===== src/rtl/ddr_burst_pkg.sv =====
package ddr_burst_pkg;

    localparam int MODE_W  = 13;
    localparam int LOW_W   = 3;

    localparam logic [2:0] BL_CODE_2   = 3'b001;
    localparam logic [2:0] BL_CODE_4   = 3'b010;
    localparam logic [2:0] BL_CODE_8   = 3'b011;
    localparam logic [2:0] CAS_DEFAULT = 3'b010;

    typedef struct packed {
        logic [5:0] op;
        logic [2:0] cas;
        logic       ilv;
        logic [2:0] bl;
    } mode_t;

    localparam mode_t MODE_RESET = '{op: 6'd0, cas: CAS_DEFAULT, ilv: 1'b0, bl: BL_CODE_2};

    function automatic logic bl_legal(input logic [2:0] code);
        return (code == BL_CODE_2) || (code == BL_CODE_4) || (code == BL_CODE_8);
    endfunction

    function automatic logic [LOW_W-1:0] bl_mask(input logic [2:0] code);
        case (code)
            BL_CODE_2: bl_mask = 3'b001;
            BL_CODE_4: bl_mask = 3'b011;
            default:   bl_mask = 3'b111;
        endcase
    endfunction

endpackage


===== src/rtl/ddr_mode_reg.sv =====
module ddr_mode_reg
    import ddr_burst_pkg::*;
(
    input  logic              clk,
    input  logic              rst_n,
    input  logic              mrs_i,
    input  logic [1:0]        ba_i,
    input  logic [MODE_W-1:0] addr_i,
    input  logic              banks_idle_i,
    input  logic              burst_busy_i,
    output mode_t             mode_o,
    output logic              err_o
);

    typedef struct packed {
        mode_t mode;
        logic  err;
    } st_t;

    st_t  st_d, st_q;
    logic sel;

    assign sel = mrs_i && (ba_i == 2'b00);

    always_comb begin
        st_d           = st_q;
        st_d.err       = 1'b0;
        st_d.mode.op[1] = 1'b0;
        if (sel) begin
            if (banks_idle_i && !burst_busy_i) begin
                st_d.mode = mode_t'(addr_i);
            end else begin
                st_d.err = 1'b1;
            end
        end
    end

    always_ff @(posedge clk or negedge rst_n) begin
        if (!rst_n) begin
            st_q <= '{mode: MODE_RESET, err: 1'b0};
        end else begin
            st_q <= st_d;
        end
    end

    assign mode_o = st_q.mode;
    assign err_o  = st_q.err;

    // an error pulse needs a refused set command one cycle earlier
    a_r4_err_cause: assert property (@(posedge clk) disable iff (!rst_n)
        err_o |-> $past(mrs_i && ba_i == 2'b00 && (!banks_idle_i || burst_busy_i)));

    // the stored length cannot change across a cycle with a burst active
    a_r4_hold_busy: assert property (@(posedge clk) disable iff (!rst_n)
        burst_busy_i |=> $stable(mode_o.bl));

    // bit 8 drops after one cycle unless rewritten
    a_r5_self_clear: assert property (@(posedge clk) disable iff (!rst_n)
        (mode_o.op[1] && !sel) |=> !mode_o.op[1]);

endmodule


===== src/rtl/ddr_burst_gen.sv =====
module ddr_burst_gen
    import ddr_burst_pkg::*;
#(
    parameter int COL_W = 10
) (
    input  logic             clk,
    input  logic             rst_n,
    input  logic             start_i,
    input  logic             wr_i,
    input  logic [COL_W-1:0] col_i,
    input  logic [2:0]       bl_i,
    input  logic             ilv_i,
    output logic [COL_W-1:0] col_o,
    output logic             valid_o,
    output logic             last_o,
    output logic             wr_o,
    output logic             busy_o
);

    typedef struct packed {
        logic             active;
        logic [LOW_W-1:0] beat;
        logic [LOW_W-1:0] mask;
        logic [COL_W-1:0] base;
        logic             ilv;
        logic             wr;
    } st_t;

    st_t              st_d, st_q;
    logic             at_end;
    logic [LOW_W-1:0] low_start, low_seq, low_cur;

    assign at_end = st_q.beat == st_q.mask;

    always_comb begin
        st_d = st_q;
        if (st_q.active) begin
            if (at_end) begin
                st_d.active = 1'b0;
            end else begin
                st_d.beat = st_q.beat + 1'b1;
            end
        end else if (start_i && bl_legal(bl_i)) begin
            st_d.active = 1'b1;
            st_d.beat   = '0;
            st_d.mask   = bl_mask(bl_i);
            st_d.base   = col_i;
            st_d.ilv    = ilv_i;
            st_d.wr     = wr_i;
        end
    end

    always_ff @(posedge clk or negedge rst_n) begin
        if (!rst_n) begin
            st_q <= '0;
        end else begin
            st_q <= st_d;
        end
    end

    assign low_start = st_q.base[LOW_W-1:0];
    assign low_seq   = (low_start & ~st_q.mask) | ((low_start + st_q.beat) & st_q.mask);
    assign low_cur   = st_q.ilv ? (low_start ^ st_q.beat) : low_seq;

    for (genvar i = 0; i < COL_W; i++) begin : g_col
        if (i < LOW_W) begin : g_low
            assign col_o[i] = low_cur[i];
        end else begin : g_high
            assign col_o[i] = st_q.base[i];
        end
    end

    assign valid_o = st_q.active;
    assign last_o  = st_q.active && at_end;
    assign wr_o    = st_q.wr;
    assign busy_o  = st_q.active;

    // the final beat is followed by an idle cycle
    a_r6_last_ends: assert property (@(posedge clk) disable iff (!rst_n)
        last_o |=> !valid_o);

    // no gap inside a burst
    a_r6_no_gap: assert property (@(posedge clk) disable iff (!rst_n)
        (valid_o && !last_o) |=> valid_o);

    // bits above the largest block never move within a burst
    a_r7_upper_stable: assert property (@(posedge clk) disable iff (!rst_n)
        (valid_o && !last_o) |=> $stable(col_o[COL_W-1:LOW_W]));

    // direction held for the whole burst
    a_r11_wr_stable: assert property (@(posedge clk) disable iff (!rst_n)
        (valid_o && !last_o) |=> $stable(wr_o));

endmodule


===== src/rtl/ddr_burst_seq.sv =====
module ddr_burst_seq
    import ddr_burst_pkg::*;
#(
    parameter int COL_W = 10
) (
    input  logic             clk,
    input  logic             rst_n,
    input  logic             cmd_mrs,
    input  logic [1:0]       cmd_ba,
    input  logic [12:0]      cmd_addr,
    input  logic             banks_idle,
    input  logic             cmd_rw,
    input  logic             cmd_wr,
    input  logic [COL_W-1:0] cmd_col,
    output logic [COL_W-1:0] beat_col,
    output logic             beat_valid,
    output logic             beat_last,
    output logic             beat_wr,
    output logic             burst_busy,
    output logic             mode_err,
    output logic [2:0]       mode_bl,
    output logic             mode_ilv,
    output logic [2:0]       mode_cas,
    output logic [5:0]       mode_op
);

    mode_t mode;
    logic  busy;

    ddr_mode_reg u_mode (
        .clk         (clk),
        .rst_n       (rst_n),
        .mrs_i       (cmd_mrs),
        .ba_i        (cmd_ba),
        .addr_i      (cmd_addr),
        .banks_idle_i(banks_idle),
        .burst_busy_i(busy),
        .mode_o      (mode),
        .err_o       (mode_err)
    );

    ddr_burst_gen #(.COL_W(COL_W)) u_gen (
        .clk    (clk),
        .rst_n  (rst_n),
        .start_i(cmd_rw),
        .wr_i   (cmd_wr),
        .col_i  (cmd_col),
        .bl_i   (mode.bl),
        .ilv_i  (mode.ilv),
        .col_o  (beat_col),
        .valid_o(beat_valid),
        .last_o (beat_last),
        .wr_o   (beat_wr),
        .busy_o (busy)
    );

    assign burst_busy = busy;
    assign mode_bl    = mode.bl;
    assign mode_ilv   = mode.ilv;
    assign mode_cas   = mode.cas;
    assign mode_op    = mode.op;

    // a burst only ever runs under a legal length code
    a_r9_legal_only: assert property (@(posedge clk) disable iff (!rst_n)
        ($rose(beat_valid)) |-> $past(bl_legal(mode.bl)));

endmodule


===== config.mk =====
export PLATFORM = sky130hd
export DESIGN_NAME = ddr_burst_seq
export DESIGN_NICKNAME = d
export VERILOG_FILES = /design/src/rtl/ddr_burst_pkg.sv /design/src/rtl/ddr_mode_reg.sv /design/src/rtl/ddr_burst_gen.sv /design/src/rtl/ddr_burst_seq.sv
export SDC_FILE = /design/constraint.sdc
export NUM_CORES = 1
export LEC_CHECK = 0
export CORE_MARGIN = 5
export CORE_UTILIZATION = 23
export DETAILED_ROUTE_END_ITERATION = 6
export DONT_BUFFER_PORTS = 1
export HOLD_SLACK_MARGIN = 0.02
export PLACE_DENSITY = 0.44
export SYNTH_ARGS = -nofsm -noshare
export SYNTH_HDL_FRONTEND = slang
export SYNTH_SLANG_ARGS = --single-unit

===== constraint.sdc =====
create_clock -name clk -period 5.1 [get_ports clk]
set_input_delay 0.765 -clock clk [delete_from_list [all_inputs] [get_ports clk]]
set_output_delay 0.765 -clock clk [all_outputs]
set_load 0.01 [all_outputs]

==> results of run 1 <==
[flip-flops by register name, summed over array words and instances, names as in the netlist]
name,flops
u_gen.busy_o,1
u_gen.wr_o,1
u_gen.low_start,3
u_mode.err_o,1
u_mode.mode_o,13
u_gen.st_q,7
u_gen.col_o,7
[placed cells by master, fill, tap and decap left out, types with 2 or more instances in the layout]
cell type,instances
mux2_2,20
inv_1,6
nand2_1,8
mux2_4,4
nor2_1,5
ha_1,3
xor2_1,4
o31ai_1,2
o21ai_0,7
dfrtp_1,31
dfstp_2,2
clkbuf_8,6
nand3_1,3
[final cells by class]
| class | count | area share (%) |
|---|---|---|
| flip-flops and latches | 33 | 49.1 |
| clock inverters | 2 | 2.23 |
| inverters | 6 | 1.34 |
| multi-input cells | 73 | 36.5 |
| clock buffers | 6 | 4.90 |
| well taps | 80 | 5.94 |
[layer usage]
layer  up-vias  GRT usage (%)  part of all wire [%]  routed length, microns
li1        402              -                     -                       -
met1       418           9.12                    43                    1320
met2        39           10.4                    46                    1390
met3         5           3.98                   9.7                     295
met4         0           2.56                   1.3                      41
met5         -              0                     0                       0
[kinds of logic after synthesis]
family	count (synthesis)	synth area share, %
AO/OA/AOI/OAI	14	5.38
XOR/XNOR	5	2.77
adder cells (fa/ha/maj)	4	3.64
buffers and inverters	18	8.78
flip-flops	33	52.4
multiplexers	24	18.0
AND/OR/NAND/NOR	26	9.02
[cells in the mapped netlist]
master / number / area, sq um
and2_1: 1 / 6.26
nor3_1: 1 / 5.00
mux2_2: 20 / 225
inv_1: 6 / 22.5
o211ai_1: 1 / 7.51
nor3b_4: 1 / 18.8
dfstp_2: 2 / 52.6
buf_12: 2 / 40.0
o21ai_0: 7 / 35.0
a31oi_1: 1 / 6.26
buf_4: 8 / 60.1
a21o_1: 1 / 7.51
mux2_4: 4 / 60.1
nor4_1: 1 / 6.26
nor2_1: 5 / 18.8
buf_6: 1 / 11.3
nand2b_1: 1 / 6.26
or2_2: 1 / 6.26
nor2b_1: 1 / 6.26
fa_1: 1 / 20.0
buf_2: 1 / 5.00
dfrtp_1: 31 / 776
xnor2_1: 1 / 8.76
xor2_1: 4 / 35.0
and2_4: 1 / 8.76
or2_0: 1 / 6.26
nor2b_2: 1 / 8.76
ha_1: 3 / 37.5
a22o_1: 1 / 8.76
nand2_1: 8 / 30.0
o31ai_1: 2 / 15.0
a21oi_1: 1 / 5.00
nand3_1: 3 / 15.0
[path summary, 6_finish.rpt]
check	cells past startpoint	start	to	slack, ps
min in group clk	1	u_gen.st_q[12]	u_gen.st_q[12]	530
worst min register to register	1	u_gen.st_q[12]	u_gen.st_q[12]	530
worst max-delay path	6	u_gen.st_q[15]	beat_col[2]	2420
max in group asynchronous	0	rst_n	u_mode.mode_o[0]	4760
worst max register to register	3	u_gen.busy_o	u_mode.mode_o[11]	3310
worst min-delay path	0	rst_n	u_mode.mode_o[2]	170
[report_power, final]
| part | leakage [uW] | switching [uW] | total (uW) | internal (uW) |
|---|---|---|---|---|
| Sequential | 0.000396 | 164 | 549 | 385 |
| Combinational | 0.000266 | 142 | 312 | 170 |
| Clock | 0.0000574 | 97.6 | 256 | 159 |
[per-stage QoR]
step / cells / worst slack [ps] / total power (uW) / hold WS [ps] / cell area (sq um)
6_report: 200 / 2420 / 1120 / 168 / 1690
2_1_floorplan: 124 / 2810 / 858 / 469 / 1580
4_1_cts: 200 / 2390 / 1140 / 158 / 1690
3_5_place_dp: 192 / 2710 / 872 / 471 / 1570
5_1_grt: 200 / 2300 / 1200 / 143 / 1690
3_3_place_gp: 192 / 2710 / 864 / 471 / 1570
==> run_results.csv, run 1 <==
group,metric,value,unit
run_status,status,"completed",
die,die-area,8630,sq um
synth,synth_seq_cells,33,
sta,relSlewSlack,61.7,%
clocking,hold_buffers,0,
final_layout,syn_to_final_growth,6.57,%
sta,setup_violations,0,
clocking,cts_made_buffers,5,
clocking,post-cts-setup-buffers,0,
synth,syn_nets,159,
clocking,clkLatencyLatePin,280,ps
final_layout,diodes,0,
global_route,grt_first_pass_wirelength,4780,microns
synth,syn_area,1580,sq um
placed_design,hpwl,2280,microns
global_route,grt_max_degree,34,
final_layout,final-seq-area,828,sq um
final_layout,drive_gt1_share,31.7,%
detailed_routing,first_iter_violations,40,
sta,fmax,373,MHz
critical_path,start_kind,"flop",
synth,yosysUniqueCellTypes,33,
critical_path,required,4340,ps
synth,seq_area_frac_synth,52.4,%
final_layout,fillers,718,
global_route,grt_overflow_total,0,
synth,syn_inst,124,
clocking,cts_resized,0,
clocking,clock_sinks,33,
placed_design,port_buffers,0,
sta,tightest_slew,573,ps
global_route,grt_pass1_vias,928,
detailed_routing,vias,864,
critical_path,endpoint_kind,"output port",
sta,final.min_clock_period,2680,ps
critical_path,path_class,"reg2out",
critical_path,crit_arrival,1910,ps
die,ioPinCount,59,
critical_path,cpPeakStageDelay,440,ps
final_layout,fin_nets,154,
sta,fin_crit_sh,52.5,%
global_route,track_usage,7.26,%
clocking,root_buffer,"clkbuf_8",
detailed_routing,dr.pass1.iters,2,
clocking,clk_pin_slew,70,ps
final_layout,fin_util,24.9,%
placed_design,gp_congestion,0.709,
die,rows,30,
synth,synth_area_per_cell,12.8,sq um
detailed_routing,wl_per_cell,15.2,microns
die,core_area,6760,sq um
critical_path,crit_path_cell_trace,"ha_1, inv_1, fa_1, a21o_1, a21oi_1, xnor2_1",
critical_path,slowest_stage,"fa_1",
run,max_cap_viol_count,0,
clocking,tritoncts,"yes",
sta,timing_hold_violations_final,0,
detailed_routing,drc,0,
critical_path,cp_max_fo,4,
sta,setup_tns,0,ps
min_path,hold_path_class,"in2async",
final_layout,multi_input_area,614,sq um
die,dieWidth,92.9,microns
synth,ys.warnings.count,0,
clocking,clockBufferDepth,2,
clocking,h-tree-depth,2,
sta,finClkSkew,8.19,ps
pwr,ir_worst_vdd,0.000234,V
pwr,power_density,663,nW/um^2
die,dieHeight,92.9,microns
critical_path,worstPathBufferInverterCount,1,
detailed_routing,via_per_inst,4.32,
detailed_routing,ant_nets,0,
pwr,cellLeakagePower,0.000720,uW
detailed_routing,wl,3040,microns
sta,rsz0062_at_grt,"no",
critical_path,critPathTopFamily,"adder cells",
global_route,antenna_found_initial,0,
sta,slew_viol_final,0,
die,start_util,23.4,%
No activity file was read; power rests on OpenSTA's default activity.
==> inputs of run 2 (changes only) <==
- ABC_AREA: default -> 1
- PLACE_DENSITY: 0.44 -> 0.45
- clock period: 5.1 -> 2.38 ns (I/O delays scaled with it)
==> run 2 against run 1 <==
Synthesized cell count increased by 49%. Global-route usage increased by 1.4 points. Die area up 1.2%. Count of clock-buffer cells in the layout rose by 2. Combinational power up 110%. Worst hold slack better by 7.0 ps. Clock power is 56% higher. Critical endpoint is now beat_col[1]. Largest cell class unchanged.
==> run_results.csv, run 2 <==
group,metric,value,unit
run_status,status,"completed",
detailed_routing,first_iter_violations,32,
sta,tightest_slew,466,ps
detailed_routing,vias,1106,
die,ioPinCount,59,
global_route,grt_first_pass_wirelength,5750,microns
final_layout,fillers,739,
synth,ys.flop_type,"dfrtp_1",
critical_path,start_kind,"flop",
sta,finClkSkew,1.71,ps
synth,yosys.area.top_type,"dfrtp_1",
critical_path,cp_max_fo,5,
pwr,cellLeakagePower,0.000881,uW
detailed_routing,wl,3530,microns
clocking,h-tree-depth,2,
global_route,grt_max_degree,34,
clocking,cts_made_buffers,5,
global_route,antenna_found_initial,0,
global_route,track_usage,8.67,%
run,max_cap_viol_count,0,
placed_design,dp_slack,475,ps
final_layout,drive_gt1_share,10.9,%
synth,syn_inst,185,
synth,async_flop_share,100,%
die,die-area,8740,sq um
detailed_routing,dr.pass1.iters,4,
placed_design,hpwl,2680,microns
sta,timing_hold_violations_final,0,
synth,synth_common_cells,"nand2_1 (63), dfrtp_1 (31), inv_1 (22)",
pwr,power_density,1240,nW/um^2
clocking,clkLatencyLatePin,280,ps
die,start_util,23.6,%
sta,slew_viol_final,0,
final_layout,layout_common_cells,"nand2_1 (63), dfrtp_1 (31), inv_1 (22)",
sta,setup_tns,0,ps
final_layout,final_common_cell,"nand2_1",
final_layout,fin_nets,217,
die,core_area,6790,sq um
global_route,grt_overflow_total,0,
min_path,hold_path_class,"in2reg",
critical_path,endpoint_kind,"output port",
detailed_routing,via_per_inst,3.96,
critical_path,startpoint,"u_gen.st_q[15]",
synth,yosysUniqueCellTypes,26,
pwr,ir_worst_vdd,0.000313,V
synth,ys.warnings.count,0,
synth,synth_enable_flop_cells,0,
placed_design,port_buffers,0,
clocking,root_buffer,"clkbuf_8",
clocking,tritoncts,"yes",
sta,setup_violations,0,
die,dieWidth,93.5,microns
sta,fmax,458,MHz
sta,setup_slack,195,ps
die,rows,30,
synth,synth.area.top_cells,"dfrtp_1 (48%), nand2_1 (15%), inv_1 (5.2%), buf_4 (3.7%), nand3_1 (3.4%)",
clocking,clk_pin_slew,60,ps
global_route,grt_pass1_vias,1109,
final_layout,largest_reg_flops,13,
synth,syn_nets,220,
min_path,min_from,"cmd_addr[5]",
synth,syn_area,1600,sq um
detailed_routing,ant_nets,0,
placed_design,gp_congestion,0.746,
synth,yosysMostFrequentCell,"nand2_1",
die,dieHeight,93.5,microns
synth,synth.top_cell.area_share,48.4,%
detailed_routing,wl_per_cell,12.7,microns
clocking,clockBufferDepth,2,
final_layout,diodes,0,
critical_path,r2r-start,"u_gen.busy_o",
sta,fin_crit_sh,91.8,%
clocking,cts_resized,0,
synth,synth_seq_cells,33,
final_layout,syn_to_final_growth,8.59,%
synth,synth_area_per_cell,8.66,sq um
synth,seq_area_frac_synth,51.7,%
critical_path,crit_arrival,1830,ps
critical_path,path_class,"reg2out",
clocking,clock_sinks,33,
sta,relSlewSlack,68.9,%
sta,final.min_clock_period,2180,ps
sta,rsz0062_at_grt,"no",
critical_path,required,2020,ps
detailed_routing,drc,0,
-- run 2: cell count changes in the layout (fill, tap and decap cells not counted), sizes merged, moves of 3 or more --
cell,change
o21ai,+10
mux2,-24
nor2,+6
inv,+19
xor2,-3
nand2,+55
nand3,+11
-- run 2: kinds of logic after synthesis --
kind of cell | synth area share, %
fa+ha+maj | 3.59
buf+inv | 11.8
flops | 51.7
xor+xnor | 1.09
simple gates | 25.2
compound gates | 6.64
-- run 2: worst max-delay path: stages, from the launching register on --
cell     delay, ps
dfrtp_1        410
ha_1           170
inv_1           50
fa_1           460
nand2_1         70
o21ai_0         60
o21ai_0        320
-- run 2: cell type report --
| type | count | area [sq um] | area share [%] |
|---|---|---|---|
| Clock buffer | 8 | 80.1 | 4.60 |
| Inverter | 25 | 96.3 | 5.54 |
| Multi-Input combinational cell | 115 | 586 | 33.6 |
| Sequential cell | 33 | 828 | 47.6 |
| Tap cell | 96 | 120 | 6.90 |
| Timing Repair Buffer | 2 | 30.0 | 1.73 |
-- run 2: what timing repair did --
action | CTS | global route
hold buffers | 2 | 0
hold endpoints to repair | 33 | 0
buffers inserted | 0 | 0
-- run 2: path summary, 6_finish.rpt --
kind,slack [ps],cells after the start,endpoint
worst min register to register,510,2,u_mode.mode_o[5]
worst min-delay path,170,2,u_mode.mode_o[5]
worst max register to register,780,4,u_mode.mode_o[2]
min in group asynchronous,550,2,u_mode.err_o
max in group asynchronous,1590,2,u_mode.mode_o[0]
worst max-delay path,200,6,beat_col[1]
-- run 2: per-layer routing --
layer / wire, microns / track usage (%) / share of wire, % / up-vias
met5: 0 / 0 / 0 / -
li1: - / - / - / 557
met1: 1630 / 11.0 / 46 / 510
met3: 222 / 3.22 / 6.3 / 4
met2: 1630 / 13.4 / 46 / 35
met4: 43 / 3.30 / 1.2 / 0
-- run 2: report_power, final --
group          total, uW  switching (uW)  internal (uW)
combinational        660             413            247
sequential          1100             302            797
clock                399             191            208
total               2160             906           1250
-- run 2: metrics by stage --
step	std cells	hold WS [ps]	instance area, sq um	power, uW	util, %
6_report	279	175	1740	2160	25.6
5_1_grt	279	173	1740	2370	25.6
4_1_cts	279	159	1740	2210	25.6
3_5_place_dp	269	62.3	1630	1780	24.0
3_3_place_gp	269	62.3	1630	1750	24.0
2_1_floorplan	185	61.4	1600	1680	-
==> inputs of run 3 (changes only) <==
- SYNTH_HIERARCHICAL: default -> 1
==> run 3 against run 2 <==
Cell count rose by 0.72%. Clock power rose by 8.8%. Synthesized cell count rose by 1.6%. Area after synthesis rose by 0.78%. Core utilization barely moved. Worst hold slack improved by 9.1 ps. Clock skew rose by 0.77 ps. Via count rose by 7.0%. First-iteration DRC count rose by 34%. Non-clock buffer count rose by 1.
==> run_results.csv, run 3 <==
group,metric,value,unit
synth,yosysUniqueCellTypes,23,
global_route,grt_overflow_total,0,
critical_path,crit_top_cell,"o21ai_0",
critical_path,path_class,"reg2out",
critical_path,required,2020,ps
global_route,antenna_found_initial,0,
critical_path,cp_max_fo,5,
synth,syn_nets,223,
min_path,hold_path_class,"in2reg",
sta,relSlewSlack,69.3,%
clocking,cts_made_buffers,5,
sta,setup_violations,0,
detailed_routing,dr.pass1.iters,4,
global_route,track_usage,9.22,%
detailed_routing,via_per_inst,4.21,
sta,final.min_clock_period,2190,ps
global_route,grt_max_degree,34,
critical_path,rrSetupSlack,850,ps
detailed_routing,ant_nets,0,
synth,ys.warnings.count,6,
synth,async_flop_share,100,%
pwr,p_sw_share,42.2,%
clocking,hold_buffers,2,
detailed_routing,vias,1183,
pwr,switching_power,933,uW
synth,synth_common_cells,"nand2_1 (78), dfrtp_1 (31), inv_1 (13), nand4_1 (13), buf_4 (11)",
synth,ys.flop_type,"dfrtp_1",
die,core_area,6830,sq um
clocking,cts_resized,0,
pwr,combPwrFrac,29.7,%
synth,yosys.area.top_type,"dfrtp_1",
synth,synth.top_cell.area_share,48.0,%
pwr,ir_worst_vdd,0.000336,V
synth,synth_enable_flop_cells,0,
pwr,p_seq_share,50.7,%
die,dieWidth,93.8,microns
final_layout,fin_nets,219,
synth,yosysMostFrequentCell,"nand2_1",
critical_path,endpoint_kind,"output port",
clocking,tritoncts,"yes",
die,rows,30,
final_layout,final_common_cell,"nand2_1",
die,die-area,8800,sq um
critical_path,r2r_end,"u_mode/mode_o[9]",
run,max_cap_viol_count,0,
clocking,clockBufferDepth,2,
die,dieHeight,93.8,microns
final_layout,fin_util,25.7,%
critical_path,crit_arrival,1830,ps
placed_design,hpwl,2760,microns
pwr,power,2210,uW
clocking,post-cts-setup-buffers,0,
die,ioPinCount,59,
critical_path,r2r_cells,4,
final_layout,largest_reg_flops,13,
sta,tightest_slew,461,ps
pwr,internal_power,1280,uW
global_route,grt_first_pass_wirelength,6220,microns
sta,fin_crit_sh,91.8,%
synth,syn_inst,188,
critical_path,slowest_stage,"dfrtp_1",
critical_path,cpPeakStageDelay,420,ps
synth,synth_seq_cells,33,
clocking,h-tree-depth,2,
sta,finClkSkew,2.49,ps
pwr,power_density,1260,nW/um^2
detailed_routing,wl,3800,microns
min_path,whs_path_depth,2,
final_layout,syn_to_final_growth,8.52,%
sta,timing_hold_violations_final,0,
synth,syn_area,1620,sq um
synth,seq_area_frac_synth,51.3,%
sta,slew_viol_final,0,
detailed_routing,drc,0,
critical_path,start_kind,"flop",
pwr,cellLeakagePower,0.000866,uW
die,start_util,23.6,%
clocking,clkLatencyLatePin,280,ps
placed_design,gp_congestion,0.707,
sta,rsz0062_at_grt,"no",
detailed_routing,first_iter_violations,43,
synth,synth_area_per_cell,8.59,sq um
synth,synth.area.top_cells,"dfrtp_1 (48%), nand2_1 (18%), buf_4 (5.1%), nand4_1 (5.0%), dfstp_2 (3.3%)",
min_path,min_from,"cmd_addr[8]",
final_layout,diodes,0,
final_layout,fillers,767,
clocking,clock_sinks,33,
sta,setup_tns,0,ps
placed_design,placed_area,1630,sq um
clocking,root_buffer,"clkbuf_8",
min_path,hold_end,"u_mode/mode_o[8]",
final_layout,stdcell_area,1750,sq um
placed_design,port_buffers,0,
final_layout,layout_common_cells,"nand2_1 (78), dfrtp_1 (31), inv_1 (13), nand4_1 (13), nand3_1 (9)",
run_status,status,"completed",
clocking,clk_pin_slew,70,ps
critical_path,crit_path_cell_trace,"ha_1, inv_1, fa_1, nand2_1, o21ai_0, o21ai_0",
sta,fmax,458,MHz
global_route,grt_pass1_vias,1237,
final_layout,drive_gt1_share,9.19,%
detailed_routing,wl_per_cell,13.5,microns
critical_path,r2r-start,"u_gen/busy_o",
pwr,p_clk_share,19.7,%
==> run 3: cell count changes after synthesis, sizes merged, moves of 2 or more <==
cell	delta
buf	+2
inv	-10
nand2	+16
nand3	-4
nand4	+13
nor2	-3
o21ai	-12
==> run 3: per-stage QoR <==
stage | setup slack, ps | instances | hold slack [ps]
2_1_floorplan | 575 | 188 | 61.4
3_3_place_gp | 499 | 271 | 62.5
3_5_place_dp | 483 | 271 | 62.5
4_1_cts | 165 | 281 | 174
5_1_grt | 70.5 | 281 | 176
6_report | 195 | 281 | 184
==> run 3: cell families (layout without fill, tap and decap cells) <==
kind of cell | after synthesis | in the layout | synth area share, %
buffers and inverters | 29 | 26 | 10.3
adder cells (fa/ha/maj) | 4 | 4 | 3.56
flip-flops | 33 | 33 | 51.3
AND/OR/NAND/NOR | 112 | 112 | 31.1
XOR/XNOR | 2 | 2 | 1.08
AO/OA/AOI/OAI | 8 | 8 | 2.71
==> run 3: metal layers <==
layer  up-vias  share of wire, %  track usage (%)
li1        585                 -                -
met3         7                12             5.21
met4         0               1.2             3.61
met1       538                44             11.7
met5         -                 0                0
met2        53                42             12.8
==> run 3: worst max path at each step <==
stage | slack (ps) | from | endpoint | cells after the start
after floorplan | 580 | u_gen/st_q[15] | beat_col[1] | 6
after global placement | 500 | u_gen/st_q[15] | beat_col[1] | 6
after detailed placement | 480 | u_gen/st_q[15] | beat_col[1] | 6
after CTS | 170 | u_gen/st_q[15] | beat_col[1] | 6
after global routing | 70 | u_gen/st_q[15] | beat_col[1] | 6
final | 190 | u_gen/st_q[15] | beat_col[1] | 6
==> run 3: power by group through the flow <==
| stage | Combinational (uW) | Clock, uW | Sequential [uW] |
|---|---|---|---|
| 2_1_floorplan | 679 | 0 | 1020 |
| 4_1_cts | 672 | 454 | 1130 |
| 6_report | 655 | 434 | 1120 |
| 5_1_grt | 785 | 471 | 1160 |
| 3_5_place_dp | 652 | 0 | 1140 |
| 3_3_place_gp | 646 | 0 | 1140 |
==> run 3: final cells by class <==
| class | instances | area [sq um] | share of cell area [%] |
|---|---|---|---|
| Sequential cell | 33 | 828 | 47.3 |
| Multi-Input combinational cell | 126 | 621 | 35.4 |
| Tap cell | 96 | 120 | 6.85 |
| Clock buffer | 8 | 90.1 | 5.14 |
| Inverter | 15 | 56.3 | 3.21 |
| Timing Repair Buffer | 3 | 37.5 | 2.14 |
==> run 3: critical path: cells and delay by family, from the launching register on <==
kind | cells | cell delay, ps
fa+ha+maj | 2 | 610
flops | 1 | 420
compound gates | 2 | 380
buf+inv | 1 | 70
simple gates | 1 | 70
